`src/rtl/irq_ctrl_pkg.sv`:
```
package irq_ctrl_pkg;

  // Targets of the register write port
  typedef enum logic [1:0] {
    SEL_REQ  = 2'd0,
    SEL_EN   = 2'd1,
    SEL_LVL  = 2'd2,
    SEL_NONE = 2'd3
  } cfg_sel_e;

  localparam int LVL_W  = 2;
  localparam int N_LVL  = 3;

  typedef logic [LVL_W-1:0] lvl_code_t;

  // Map a programmed code to a level number 1..3; code 0 acts as level 1
  function automatic lvl_code_t eff_level(input lvl_code_t code, input logic sys);
    lvl_code_t r;
    if (sys)                r = lvl_code_t'(N_LVL);
    else if (code == '0)    r = lvl_code_t'(1);
    else                    r = code;
    return r;
  endfunction

endpackage

```
`src/rtl/irq_cfg_regs.sv`:
```
module irq_cfg_regs
  import irq_ctrl_pkg::*;
#(
  parameter int N_SRC = 8,
  localparam int DW   = LVL_W * N_SRC
) (
  input  logic             clk,
  input  logic             rst_n,
  input  logic             cfg_wr_i,
  input  logic [1:0]       cfg_sel_i,
  input  logic [DW-1:0]    cfg_data_i,
  output logic [N_SRC-1:0] en_o,
  output logic [DW-1:0]    lvl_o
);

  logic [N_SRC-1:0] en_q;
  logic [DW-1:0]    lvl_q;
  logic             wr_en_sel;
  logic             wr_lvl_sel;

  always_comb begin
    wr_en_sel  = cfg_wr_i && (cfg_sel_i == SEL_EN);
    wr_lvl_sel = cfg_wr_i && (cfg_sel_i == SEL_LVL);
  end

  always_ff @(posedge clk or negedge rst_n) begin
    if (!rst_n) begin
      en_q  <= '0;
      lvl_q <= '0;
    end else begin
      if (wr_en_sel)  en_q  <= cfg_data_i[N_SRC-1:0];
      if (wr_lvl_sel) lvl_q <= cfg_data_i;
    end
  end

  assign en_o  = en_q;
  assign lvl_o = lvl_q;

endmodule

```
`src/rtl/irq_pend_bits.sv`:
```
module irq_pend_bits #(
  parameter int               N_SRC      = 8,
  parameter logic [N_SRC-1:0] PULSE_MASK = '0,
  parameter int               IDX_W      = 3
) (
  input  logic             clk,
  input  logic             rst_n,
  input  logic [N_SRC-1:0] src_i,
  input  logic             wclr_en_i,
  input  logic [N_SRC-1:0] wdata_i,
  input  logic             ack_i,
  input  logic [IDX_W-1:0] ack_idx_i,
  output logic [N_SRC-1:0] pend_o
);

  logic [N_SRC-1:0] ack_hit;
  logic [N_SRC-1:0] wr_zero;

  always_comb begin
    for (int i = 0; i < N_SRC; i++) begin
      ack_hit[i] = ack_i && (ack_idx_i == IDX_W'(i));
      wr_zero[i] = wclr_en_i && !wdata_i[i];
    end
  end

  for (genvar g = 0; g < N_SRC; g++) begin : g_src
    logic bit_q;
    if (PULSE_MASK[g]) begin : g_pulse
      // New pulse has precedence over any clear in the same cycle
      always_ff @(posedge clk or negedge rst_n) begin
        if (!rst_n) bit_q <= 1'b0;
        else        bit_q <= src_i[g] | (bit_q & ~(wr_zero[g] | ack_hit[g]));
      end
    end else begin : g_level
      // Write-zero wins for one edge; acknowledge never clears
      always_ff @(posedge clk or negedge rst_n) begin
        if (!rst_n)          bit_q <= 1'b0;
        else if (wr_zero[g]) bit_q <= 1'b0;
        else                 bit_q <= bit_q | src_i[g];
      end
    end
    assign pend_o[g] = bit_q;
  end

endmodule

```
`src/rtl/irq_first_set.sv`:
```
module irq_first_set #(
  parameter int N_SRC = 8,
  parameter int IDX_W = 3
) (
  input  logic [N_SRC-1:0] vec_i,
  output logic             any_o,
  output logic [IDX_W-1:0] idx_o
);

  always_comb begin
    any_o = |vec_i;
    idx_o = '0;
    for (int i = N_SRC - 1; i >= 0; i--) begin
      if (vec_i[i]) idx_o = IDX_W'(i);
    end
  end

endmodule

```
`src/rtl/irq_arb.sv`:
```
module irq_arb
  import irq_ctrl_pkg::*;
#(
  parameter int               N_SRC    = 8,
  parameter logic [N_SRC-1:0] SYS_MASK = '0,
  parameter int               IDX_W    = 3,
  localparam int              DW       = LVL_W * N_SRC
) (
  input  logic [N_SRC-1:0] pend_i,
  input  logic [N_SRC-1:0] en_i,
  input  logic [DW-1:0]    lvl_i,
  output logic             valid_o,
  output logic [IDX_W-1:0] idx_o
);

  logic [N_SRC-1:0]                 live;
  logic [N_LVL-1:0][N_SRC-1:0]      lvl_mask;
  logic [N_LVL-1:0]                 lvl_any;
  logic [N_LVL-1:0][IDX_W-1:0]      lvl_idx;

  always_comb begin
    live = pend_i & en_i;
    for (int i = 0; i < N_SRC; i++) begin
      for (int l = 0; l < N_LVL; l++) begin
        lvl_mask[l][i] = live[i] &&
          (eff_level(lvl_i[LVL_W*i +: LVL_W], SYS_MASK[i]) == lvl_code_t'(l + 1));
      end
    end
  end

  for (genvar l = 0; l < N_LVL; l++) begin : g_lvl
    irq_first_set #(.N_SRC(N_SRC), .IDX_W(IDX_W)) u_pick (
      .vec_i (lvl_mask[l]),
      .any_o (lvl_any[l]),
      .idx_o (lvl_idx[l])
    );
  end

  // Ascending scan: the highest occupied level is assigned last
  always_comb begin
    valid_o = 1'b0;
    idx_o   = '0;
    for (int l = 0; l < N_LVL; l++) begin
      if (lvl_any[l]) begin
        valid_o = 1'b1;
        idx_o   = lvl_idx[l];
      end
    end
  end

endmodule

```
`src/rtl/irq_ctrl.sv`:
```
module irq_ctrl
  import irq_ctrl_pkg::*;
#(
  parameter int               N_SRC      = 8,
  parameter logic [N_SRC-1:0] PULSE_MASK = 8'h55,
  parameter logic [N_SRC-1:0] SYS_MASK   = 8'h80,
  localparam int              IDX_W      = (N_SRC > 1) ? $clog2(N_SRC) : 1,
  localparam int              DW         = LVL_W * N_SRC
) (
  input  logic             clk,
  input  logic             rst_n,
  input  logic [N_SRC-1:0] src_req_i,
  input  logic             cfg_wr_i,
  input  logic [1:0]       cfg_sel_i,
  input  logic [DW-1:0]    cfg_data_i,
  output logic             irq_valid_o,
  input  logic             irq_ready_i,
  output logic [IDX_W-1:0] irq_vec_o,
  output logic [N_SRC-1:0] pend_o
);

  logic [N_SRC-1:0] en_w;
  logic [DW-1:0]    lvl_w;
  logic [N_SRC-1:0] pend_w;
  logic             valid_w;
  logic [IDX_W-1:0] idx_w;
  logic             xfer;
  logic             req_wr;

  assign xfer   = valid_w && irq_ready_i;
  assign req_wr = cfg_wr_i && (cfg_sel_i == SEL_REQ);

  irq_cfg_regs #(.N_SRC(N_SRC)) u_cfg (
    .clk        (clk),
    .rst_n      (rst_n),
    .cfg_wr_i   (cfg_wr_i),
    .cfg_sel_i  (cfg_sel_i),
    .cfg_data_i (cfg_data_i),
    .en_o       (en_w),
    .lvl_o      (lvl_w)
  );

  irq_pend_bits #(
    .N_SRC      (N_SRC),
    .PULSE_MASK (PULSE_MASK),
    .IDX_W      (IDX_W)
  ) u_pend (
    .clk       (clk),
    .rst_n     (rst_n),
    .src_i     (src_req_i),
    .wclr_en_i (req_wr),
    .wdata_i   (cfg_data_i[N_SRC-1:0]),
    .ack_i     (xfer),
    .ack_idx_i (idx_w),
    .pend_o    (pend_w)
  );

  irq_arb #(
    .N_SRC    (N_SRC),
    .SYS_MASK (SYS_MASK),
    .IDX_W    (IDX_W)
  ) u_arb (
    .pend_i  (pend_w),
    .en_i    (en_w),
    .lvl_i   (lvl_w),
    .valid_o (valid_w),
    .idx_o   (idx_w)
  );

  assign irq_valid_o = valid_w;
  assign irq_vec_o   = idx_w;
  assign pend_o      = pend_w;

endmodule

```
`config.mk`:
```
export PLATFORM = sky130hd
export DESIGN_NAME = irq_ctrl
export DESIGN_NICKNAME = d
export VERILOG_FILES = /design/src/rtl/irq_ctrl_pkg.sv /design/src/rtl/irq_cfg_regs.sv /design/src/rtl/irq_pend_bits.sv /design/src/rtl/irq_first_set.sv /design/src/rtl/irq_arb.sv /design/src/rtl/irq_ctrl.sv
export SDC_FILE = /design/constraint.sdc
export NUM_CORES = 1
export LEC_CHECK = 0
export ABC_AREA = 1
export BUFFER_PORTS_ARGS = -buffer_cell sky130_fd_sc_hd__buf_2
export CORE_UTILIZATION = 59
export DETAILED_ROUTE_END_ITERATION = 10
export PLACE_DENSITY_LB_ADDON = 0.2
export SYNTH_ARGS = -nofsm -noshare
export SYNTH_HDL_FRONTEND = slang
export SYNTH_HIERARCHICAL = 1
export SYNTH_SLANG_ARGS = --single-unit
```
`constraint.sdc`:
```
create_clock -name clk -period 5.1 [get_ports clk]
set_input_delay 0.765 -clock clk [delete_from_list [all_inputs] [get_ports clk]]
set_output_delay 0.765 -clock clk [all_outputs]
set_load 0.03 [all_outputs]
```
# Word level (Yosys, flattened, before mapping)

Cells that the tools add are included.

Muxes and demuxes: 39
Reduce and logical (&&, ||, !) cells: 57
Equal/unequal tests: 26
Bitwise gates (word level): 21

Operator list:

| kind               | count |
|---|---|
| $mux 3             | 25 |
| $logic_and 1x1->1  | 37 |
| $eq 2x2->1 const B | 15 |
| $eq 2x1->1 const B | 8 |
| $logic_not 2->1    | 8 |
| $mux 2             | 7 |
| $reduce_or 7->1    | 2 |
| $or 1x1->1         | 12 |
| $and 8x8->8        | 1 |
| $logic_not 1->1    | 8 |
| $reduce_or 8->1    | 1 |
| $mux 1             | 7 |
| $eq 3x3->1 const B | 2 |
| $and 1x1->1        | 4 |
| $not 1->1          | 4 |
| $eq 3x2->1 const B | 1 |
| $logic_not 3->1    | 1 |

Register bits: 30
Word-level logic and storage cells: 153

# Longest topological paths before layout

Gate-level depths: netlist of run 1.

Depth in word-level cells: 20
Depth in mapped cells: 18

# By module

The synthesis of run 1 kept the hierarchy.

By module, submodules not included:

| module        | area each (µm²) | sequential area each (µm²) | cells an instance | times used |
|---|---|---|---|---|
| irq_cfg_regs  | 1039.7          | 600.6                      | 108               | 1 |
| irq_pend_bits | 441.7           | 200.2                      | 59                | 1 |
| irq_first_set | 98.8            | 0.0                        | 22                | 3 |
| irq_arb       | 261.5           | 0.0                        | 62                | 1 |
| irq_ctrl      | 21.3            | 0.0                        | 5                 | 1 |

# Worst setup path after synthesis of run 1

Ideal clock, no wire load.

Path type: register to output
From: register u_pend.g_src[5].bit_q
To: output irq_vec_o[0]
Arrival: 1.822 ns
Required time: 4.335 ns
Cell stages (with the launch flop): 14
Slack: 2.513 ns
Buffers on the path: 1
Cell sequence: dfrtp_1 > buf_4 > nand2_1 > nor3b_1 > inv_1 > nand2_1 > nand2_1 > nand2_1 > nand2_1 > a21oi_1 > nand2_1 > nand2_1 > nor2_1 > nor2_1

RTL lines:

| item                   | line                | source |
|---|---|---|
| from (decl)            | irq_pend_bits.sv:27 | `logic bit_q;` |
| from (signal assigned) | irq_pend_bits.sv:39 | `else bit_q <= bit_q \| src_i[g];` |
| to (decl)              | irq_ctrl.sv:18      | `output logic [IDX_W-1:0] irq_vec_o,` |

==> results of run 1 <==
## power by group
part | switching [mW] | internal [mW]
clock network | 0.0843 | 0.0941
logic | 0.195 | 0.0955
registers | 0.0268 | 0.273
## flip-flops by register name (all words and copies together) (netlist names)
name,cells
u_cfg/lvl_o,14
u_cfg/en_o,8
u_pend/g_src.bit_q,8
## metal layers
layer	share of wire	wire, um
met1	0.47	2000
met2	0.48	2070
met3	0.037	159
met4	0.014	62
met5	0	0
## area by class of cell
class / count / area [um^2] / area share
sequential: 30 / 751 / 0.342
multi-input combinational: 204 / 938 / 0.428
clock buffer: 8 / 78.8 / 0.0359
tap: 44 / 55.1 / 0.0251
timing repair buffer: 39 / 195 / 0.0889
inverter: 45 / 176 / 0.0804
## worst paths after layout
check	cells past startpoint	slack, ns	endpoint
setup / recovery	9	2.18	irq_vec_o[0]
hold / removal	1	0.45	u_cfg/lvl_o[12]
setup reg to reg	13	3.06	u_pend/g_src[2].bit_q
hold reg to reg	2	0.48	u_cfg/en_o[1]
max in group asynchronous	1	4.23	u_cfg/lvl_o[6]
min in group clk	2	0.48	u_cfg/en_o[1]
## worst max-delay path: stages, from the launching register on
cell	delay, ns
sky130_fd_sc_hd__dfrtp_1	0.42
sky130_fd_sc_hd__nand2_1	0.13
sky130_fd_sc_hd__nor3b_1	0.07
sky130_fd_sc_hd__or2_1	0.26
sky130_fd_sc_hd__nor3_2	0.17
sky130_fd_sc_hd__nand2_1	0.19
sky130_fd_sc_hd__nor2_1	0.15
sky130_fd_sc_hd__nor2_1	0.05
sky130_fd_sc_hd__nor2_1	0.15
sky130_fd_sc_hd__buf_2	0.23
==> run_results.csv, run 1 <==
group,metric,value,unit
sta,final_hold_viol_count,0,
global_route,global_route.usage.met3,0.0541,
pwr,fin_total_pwr,0.769,mW
placed_design,postPlaceCellArea,0.00212,mm^2
floorplanning,die-width,60.0,um
yosys,post_synthesis_average_cell_area,6.79,um^2
sta,max-slew-margin-rel,0.568,
detailed_routing,drtPass1Iterations,4,
layout,fillers,290,
placed_design,portBuffers,39,
global_route,groute.usage.overall,0.275,
worst_setup_path,critPathKind,"reg -> out",
layout,final_cells,370,
worst_setup_path,setup.worst_path.end_class,"output port",
layout,fin_nets,355,
cts,post_cts_resize_count,0,
worst_setup_path,r2r-start,"u_pend/g_src[6].bit_q",
yosys,yosys_warnings,6,
layout,layout.cells.most_common_list,"105 x sky130_fd_sc_hd__nand2_1, 42 x sky130_fd_sc_hd__inv_1, 39 x sky130_fd_sc_hd__buf_2",
sta,rsz0062_at_grt,"false",
detailed_routing,wl,4.29,mm
pwr,power.density_cell_area,350,mW/mm^2
detailed_routing,wl_per_instance,11.6,um
layout,post_route_cell_area,0.00219,mm^2
cts,cts.path.max_buffers,2,
global_route,overflow,0,
placed_design,dp_cells,362,
worst_setup_path,critPathMaxFanout,7,
global_route,met1_demand_to_capacity_share_in_global_routing,0.355,
worst_setup_path,worstSetupStartpoint,"u_pend/g_src[6].bit_q",
detailed_routing,detail_route.drc_violations,0,
sta,slew_violations,0,
global_route,wire_length_of_the_first_global_routing_pass,7.24,mm
cts,cts.sinks,30,
cts,post_cts_buffers,0,
layout,syn2layout_area_growth,10.7,%
placed_design,pre_cts_slack,2.54,ns
floorplanning,die_area,0.00360,mm^2
detailed_routing,ant_nets,0,
sta,fin_skew,0.00368,ns
global_route,grt_pass1_vias,1680,
pwr,leakage,1.22,nW
global_route,antenna_found_initial,0,
floorplanning,pin_count,42,
placed_design,gp_congestion,0.865,
floorplanning,rows,20,
sta,period_needed,2.92,ns
cts,numCtsBuffers,5,
global_route,grt_start_max_net_pins,31,
sta,max_slew.worst_pin.slew,0.648,ns
detailed_routing,detailedRoute.firstIterationViolations,76,
worst_setup_path,cp.required,4.34,ns
layout,diodes,0,
sta,report.final.setup_viol,0,
layout,final_layout_size_suffix_gt1_frac,0.172,
layout,layout_commonest_cell,"sky130_fd_sc_hd__nand2_1",
cts,clkTransAtPathRegs,0.09,ns
yosys,synth_cells,292,
layout,finish.utilization,0.702,
sta,fin_worst_hold_slack,0.447,ns
pwr,worst_ir_drop_vdd,0.207,mV
detailed_routing,routed_via_density,5.01,
cts,htree_num_levels,2,
global_route,grtUsageMet2,0.457,
floorplanning,die_h,60.0,um
sta,setup_ws,2.18,ns
detailed_routing,vias,1853,
cts,clockRootBuffer,"sky130_fd_sc_hd__clkbuf_4",
flow_run,maxCapViolCount,0,
yosys,syn_area,0.00198,mm^2
placed_design,post-dp-hpwl,3.19,mm
sta,max_freq,343,MHz
floorplanning,initial_standard_cell_utilization_of_the_core,0.634,
global_route,grt_busiest_layer,"met2",
run_status,status,"complete, no violations",
sta,setup-tns-final,0,ns
cts,cts_tree,"done",
cts,post_cts_hold_buffer_count,0,
cts,clock_latency,0.33,ns
sta,min_period_over_period,0.572,
min_path,min_path_type,"in -> async",
floorplanning,design.core.area,0.00313,mm^2
worst_setup_path,critPathArrivalTime,2.15,ns
worst_setup_path,setup.worst_path.start_class,"register",
Power figures use the tool's default switching activity.
==> run 2: changes to the inputs <==
--- a/config.mk
+++ b/config.mk
@@ -7,7 +7,7 @@
 export LEC_CHECK = 0
 export ABC_AREA = 1
 export BUFFER_PORTS_ARGS = -buffer_cell sky130_fd_sc_hd__buf_2
-export CORE_UTILIZATION = 59
+export CORE_UTILIZATION = 55
 export DETAILED_ROUTE_END_ITERATION = 10
 export PLACE_DENSITY_LB_ADDON = 0.2
 export SYNTH_ARGS = -nofsm -noshare
==> constraint.sdc (replaced) <==
create_clock -name clk -period 2.85 [get_ports clk]
set_input_delay 0.4275 -clock clk [delete_from_list [all_inputs] [get_ports clk]]
set_output_delay 0.4275 -clock clk [all_outputs]
set_load 0.03 [all_outputs]
==> run_results.csv, run 2 (same netlist as run 1, synthesis figures left out) <==
group,metric,value,unit
sta,max_freq,393,MHz
placed_design,pre_cts_slack,0.669,ns
cts,cts.path.max_buffers,2,
layout,flip_flop_and_latch_area,751,um^2
detailed_routing,routed_via_density,4.96,
cts,post_cts_buffers,0,
detailed_routing,ant_nets,0,
worst_setup_path,rrSetupSlack,0.79,ns
worst_setup_path,critPathMaxFanout,7,
sta,setup-tns-final,0,ns
floorplanning,die_area,0.00385,mm^2
sta,report.final.setup_viol,0,
global_route,grt_pass1_vias,1609,
layout,syn2layout_area_growth,9.40,%
placed_design,post-dp-hpwl,3.26,mm
global_route,groute.usage.overall,0.262,
worst_setup_path,worstSetupStartpoint,"u_pend/g_src[1].bit_q",
worst_setup_path,critPathKind,"reg -> out",
run_status,status,"complete, no violations",
sta,setup_ws,0.307,ns
sta,slew_violations,0,
layout,diodes,0,
cts,post_cts_resize_count,0,
cts,clock_latency,0.31,ns
cts,post_cts_hold_buffer_count,0,
detailed_routing,wl_per_instance,11.8,um
detailed_routing,detailedRoute.firstIterationViolations,102,
detailed_routing,detail_route.drc_violations,0,
sta,final_hold_viol_count,0,
placed_design,gp_congestion,0.876,
floorplanning,design.core.area,0.00339,mm^2
layout,multiInputGateArea,938,um^2
floorplanning,initial_standard_cell_utilization_of_the_core,0.585,
detailed_routing,drtPass1Iterations,4,
sta,max-slew-margin-rel,0.567,
worst_setup_path,setup.worst_path.end_class,"output port",
detailed_routing,wl,4.36,mm
cts,clkTransAtPathRegs,0.09,ns
floorplanning,pin_count,42,
worst_setup_path,r2r-start,"u_pend/g_src[1].bit_q",
layout,final_layout_size_suffix_gt1_frac,0.167,
pwr,worst_ir_drop_vdd,0.322,mV
sta,max_slew.worst_pin.slew,0.650,ns
global_route,overflow,0,
floorplanning,die-width,62.0,um
worst_setup_path,critPathArrivalTime,2.12,ns
worst_setup_path,setup.worst_path.start_class,"register",
worst_setup_path,worst-r2r-cell-count,15,
flow_run,maxCapViolCount,0,
global_route,grt_start_max_net_pins,31,
cts,cts.sinks,30,
layout,layout_commonest_cell,"sky130_fd_sc_hd__nand2_1",
min_path,min_path_type,"in -> async",
layout,fillers,325,
placed_design,portBuffers,39,
sta,rsz0062_at_grt,"false",
sta,min_period_over_period,0.892,
layout,layout.cells.most_common_list,"105 x sky130_fd_sc_hd__nand2_1, 42 x sky130_fd_sc_hd__inv_1, 39 x sky130_fd_sc_hd__buf_2",
global_route,wire_length_of_the_first_global_routing_pass,7.04,mm
cts,numCtsBuffers,5,
worst_setup_path,crit-reg2reg-capture,"u_pend/g_src[6].bit_q",
cts,cts_tree,"done",
worst_setup_path,cp.required,2.42,ns
pwr,power.density_cell_area,599,mW/mm^2
floorplanning,rows,21,
pwr,leakage,1.20,nW
sta,period_needed,2.54,ns
sta,fin_skew,0.00824,ns
layout,largest_reg_flops,14,
detailed_routing,vias,1836,
floorplanning,die_h,62.0,um
cts,htree_num_levels,2,
cts,clockRootBuffer,"sky130_fd_sc_hd__clkbuf_4",
layout,fin_nets,355,
global_route,antenna_found_initial,0,
worst_setup_path,critical_path.endpoint,"irq_vec_o[1]",
==> run 2: how the worst min path moves through the flow <==
| stage | from | endpoint | slack [ns] | cells after the start |
|---|---|---|---|---|
| after global placement | u_cfg/en_o[3] | u_cfg/en_o[3] | 0.45 | 2 |
| after CTS | rst_n | u_pend/g_src[6].bit_q | 0.14 | 1 |
| final | rst_n | u_cfg/en_o[3] | 0.13 | 1 |
| after detailed placement | u_cfg/en_o[2] | u_cfg/en_o[2] | 0.46 | 2 |
| after global routing | rst_n | u_cfg/en_o[3] | 0.16 | 1 |
| after floorplan | rst_n | u_cfg/en_o[0] | 0.13 | 0 |
==> run 2: critical path: stages, from the launching register on <==
cell and delay [ns]:
sky130_fd_sc_hd__dfrtp_1 0.38, sky130_fd_sc_hd__nand2_1 0.11, sky130_fd_sc_hd__nor3b_1 0.28, sky130_fd_sc_hd__inv_1 0.13
sky130_fd_sc_hd__nand4_1 0.14, sky130_fd_sc_hd__inv_1 0.05, sky130_fd_sc_hd__nand2_1 0.17, sky130_fd_sc_hd__nand2_1 0.08
sky130_fd_sc_hd__nand2_1 0.06, sky130_fd_sc_hd__nor2_1 0.04, sky130_fd_sc_hd__nor2_1 0.14, sky130_fd_sc_hd__buf_2 0.22
==> run 2: through the flow <==
stage / hold slack [ns] / total power [mW] / util / area (um^2) / std cells
6_report: 0.130 / 1.30 / 0.640 / 2170 / 370
3_3_place_gp: 0.453 / 1.05 / 0.625 / 2120 / 364
5_1_grt: 0.165 / 1.42 / 0.640 / 2170 / 370
3_5_place_dp: 0.458 / 1.07 / 0.625 / 2120 / 364
2_1_floorplan: 0.132 / 0.954 / - / 1990 / 295
4_1_cts: 0.143 / 1.31 / 0.640 / 2170 / 370
==> run 2: metal layers <==
layer  routed length [um]  up-vias  track usage  part of all wire
met5                    0        -            0                 0
met3                  168        2       0.0580             0.038
li1                     -      963            -                 -
met2                 2130       46        0.427              0.49
met4                   29        0       0.0794            0.0066
met1                 2030      825        0.349              0.47
==> run 2: final cells by class <==
class                      count  area share
sequential                    30       0.346
tap                           46      0.0265
multi-input combinational    204       0.433
clock buffer                   6      0.0236
inverter                      45      0.0813
timing repair buffer          39      0.0900
==> run 2: power by group <==
part / leakage [nW] / switching (mW) / internal (mW)
registers: 0.350 / 0.0479 / 0.489
logic: 0.823 / 0.350 / 0.171
clock network: 0.0302 / 0.131 / 0.111
total: 1.20 / 0.529 / 0.771
==> run 3: changes to the inputs <==
--- a/config.mk
+++ b/config.mk
@@ -7,7 +7,7 @@
 export LEC_CHECK = 0
 export ABC_AREA = 1
 export BUFFER_PORTS_ARGS = -buffer_cell sky130_fd_sc_hd__buf_2
-export CORE_UTILIZATION = 55
+export CORE_UTILIZATION = 59
 export DETAILED_ROUTE_END_ITERATION = 10
 export PLACE_DENSITY_LB_ADDON = 0.2
 export SYNTH_ARGS = -nofsm -noshare
==> constraint.sdc (replaced) <==
create_clock -name clk -period 3 [get_ports clk]
set_input_delay 0.45 -clock clk [delete_from_list [all_inputs] [get_ports clk]]
set_output_delay 0.45 -clock clk [all_outputs]
set_load 0.03 [all_outputs]
==> run_results.csv, run 3 (same netlist as run 1, synthesis figures left out) <==
group,metric,value,unit
global_route,overflow,0,
layout,layout.cells.most_common_list,"105 x sky130_fd_sc_hd__nand2_1, 42 x sky130_fd_sc_hd__inv_1, 39 x sky130_fd_sc_hd__buf_2",
pwr,power.combinational.fraction,0.391,
cts,clkTransAtPathRegs,0.11,ns
detailed_routing,drtPass1Iterations,4,
pwr,sw_frac_of_total,0.414,
layout,syn2layout_area_growth,9.91,%
floorplanning,rows,20,
sta,min_period_over_period,0.873,
cts,clock_latency,0.34,ns
cts,cts.path.max_buffers,2,
floorplanning,die_area,0.00360,mm^2
run_status,status,"complete, no violations",
detailed_routing,ant_nets,0,
sta,rsz0062_at_grt,"false",
detailed_routing,detailedRoute.firstIterationViolations,71,
worst_setup_path,crit-reg2reg-capture,"u_pend/g_src[6].bit_q",
placed_design,pre_cts_slack,0.754,ns
global_route,groute.usage.overall,0.269,
layout,fillers,305,
worst_setup_path,cp.required,2.55,ns
cts,post_cts_hold_buffer_count,0,
sta,report.final.setup_viol,0,
min_path,min_path_type,"in -> async",
sta,setup_ws,0.382,ns
sta,fin_worst_hold_slack,0.124,ns
cts,htree_num_levels,2,
global_route,grt_pass1_vias,1634,
floorplanning,initial_standard_cell_utilization_of_the_core,0.634,
floorplanning,die-width,60.0,um
global_route,wire_length_of_the_first_global_routing_pass,6.99,mm
sta,max_slew.worst_pin.slew,0.655,ns
detailed_routing,wl,4.20,mm
sta,period_needed,2.62,ns
cts,post_cts_buffers,0,
global_route,antenna_found_initial,0,
worst_setup_path,setup.worst_path.end_class,"output port",
pwr,total_switching_power,0.522,mW
detailed_routing,vias,1866,
worst_setup_path,critPathKind,"reg -> out",
placed_design,gp_congestion,0.860,
cts,post_cts_resize_count,0,
pwr,intPower,0.740,mW
layout,layout_commonest_cell,"sky130_fd_sc_hd__nand2_1",
worst_setup_path,worst-r2r-cell-count,13,
flow_run,maxCapViolCount,0,
pwr,power.density_cell_area,579,mW/mm^2
sta,max_freq,382,MHz
cts,numCtsBuffers,5,
pwr,power.share.sequential,0.404,
cts,clockRootBuffer,"sky130_fd_sc_hd__clkbuf_4",
pwr,leakage,1.21,nW
layout,post_route_cell_area,0.00218,mm^2
layout,diodes,0,
placed_design,post-dp-hpwl,3.17,mm
placed_design,portBuffers,39,
global_route,grt_start_max_net_pins,31,
sta,fin_skew,0.0138,ns
placed_design,postPlaceCellArea,0.00212,mm^2
pwr,worst_ir_drop_vdd,0.355,mV
worst_setup_path,critPathArrivalTime,2.17,ns
layout,fin_nets,355,
worst_setup_path,rrSetupSlack,0.98,ns
pwr,relative_contribution_of_the_clock_network_to_total_power,0.205,
layout,final_layout_size_suffix_gt1_frac,0.172,
worst_setup_path,critical_path.endpoint,"irq_vec_o[0]",
sta,slew_violations,0,
detailed_routing,wl_per_instance,11.3,um
cts,cts.sinks,30,
floorplanning,pin_count,42,
detailed_routing,detail_route.drc_violations,0,
sta,final_hold_viol_count,0,
sta,setup-tns-final,0,ns
sta,max-slew-margin-rel,0.563,
detailed_routing,routed_via_density,5.04,
worst_setup_path,worstSetupStartpoint,"u_pend/g_src[5].bit_q",
cts,cts_tree,"done",
floorplanning,die_h,60.0,um
worst_setup_path,critPathMaxFanout,3,
worst_setup_path,r2r-start,"u_pend/g_src[6].bit_q",
layout,largest_reg_flops,14,
floorplanning,design.core.area,0.00313,mm^2
worst_setup_path,setup.worst_path.start_class,"register",
==> run 3: power groups by stage <==
stage | registers [mW] | logic, mW | clock network (mW)
after floorplan | 0.503 | 0.402 | 0
after global placement | 0.516 | 0.483 | 0
after detailed placement | 0.518 | 0.493 | 0
after CTS | 0.510 | 0.494 | 0.265
after global routing | 0.519 | 0.559 | 0.279
final | 0.510 | 0.493 | 0.258
==> run 3: metrics by stage <==
step / utilization / total power, mW / instances
2_1_floorplan: - / 0.906 / 295
3_3_place_gp: 0.676 / 0.999 / 362
3_5_place_dp: 0.676 / 1.01 / 362
4_1_cts: 0.697 / 1.27 / 370
5_1_grt: 0.697 / 1.36 / 370
6_report: 0.697 / 1.26 / 370
==> run 3: cell type report <==
| cell class | instances | area [um^2] | area share |
|---|---|---|---|
| sequential | 30 | 751 | 0.344 |
| tap | 44 | 55.1 | 0.0253 |
| clock buffer | 6 | 51.3 | 0.0235 |
| inverter | 45 | 176 | 0.0809 |
| timing repair buffer | 39 | 195 | 0.0896 |
| multi-input combinational | 204 | 938 | 0.431 |
| clock inverter | 2 | 12.5 | 0.00574 |
==> run 3: worst min-delay path by stage <==
stage / to / slack [ns] / cells after the start
floorplan: u_cfg/en_o[0] / 0.15 / 0
global placement: u_cfg/en_o[7] / 0.45 / 2
detailed placement: u_cfg/en_o[4] / 0.46 / 2
CTS: u_cfg/lvl_o[8] / 0.14 / 1
finish: u_cfg/lvl_o[12] / 0.12 / 1
global route: u_cfg/lvl_o[9] / 0.16 / 1
==> run 3: layer usage <==
| layer | global-route usage | up-vias | share of wire | wire, um |
|---|---|---|---|---|
| li1 | - | 972 | - | - |
| met1 | 0.343 | 836 | 0.46 | 1910 |
| met2 | 0.448 | 51 | 0.47 | 1990 |
| met3 | 0.0584 | 7 | 0.055 | 230 |
| met4 | 0.103 | 0 | 0.016 | 66 |
| met5 | 0 | - | 0 | 0 |
==> run 3: worst max-delay path, cell delays in order, from the launching register on <==
cell and delay [ns]:
sky130_fd_sc_hd__dfrtp_1 0.38, sky130_fd_sc_hd__nand2_1 0.11, sky130_fd_sc_hd__nor3b_1 0.36, sky130_fd_sc_hd__inv_1 0.10, sky130_fd_sc_hd__nand2_1 0.08, sky130_fd_sc_hd__nand2_1 0.05
sky130_fd_sc_hd__nand2_1 0.05, sky130_fd_sc_hd__nand2_1 0.05, sky130_fd_sc_hd__a21oi_1 0.14, sky130_fd_sc_hd__nand2_1 0.06, sky130_fd_sc_hd__nand2_1 0.05, sky130_fd_sc_hd__nor2_1 0.04
sky130_fd_sc_hd__nor2_1 0.13, sky130_fd_sc_hd__buf_2 0.22
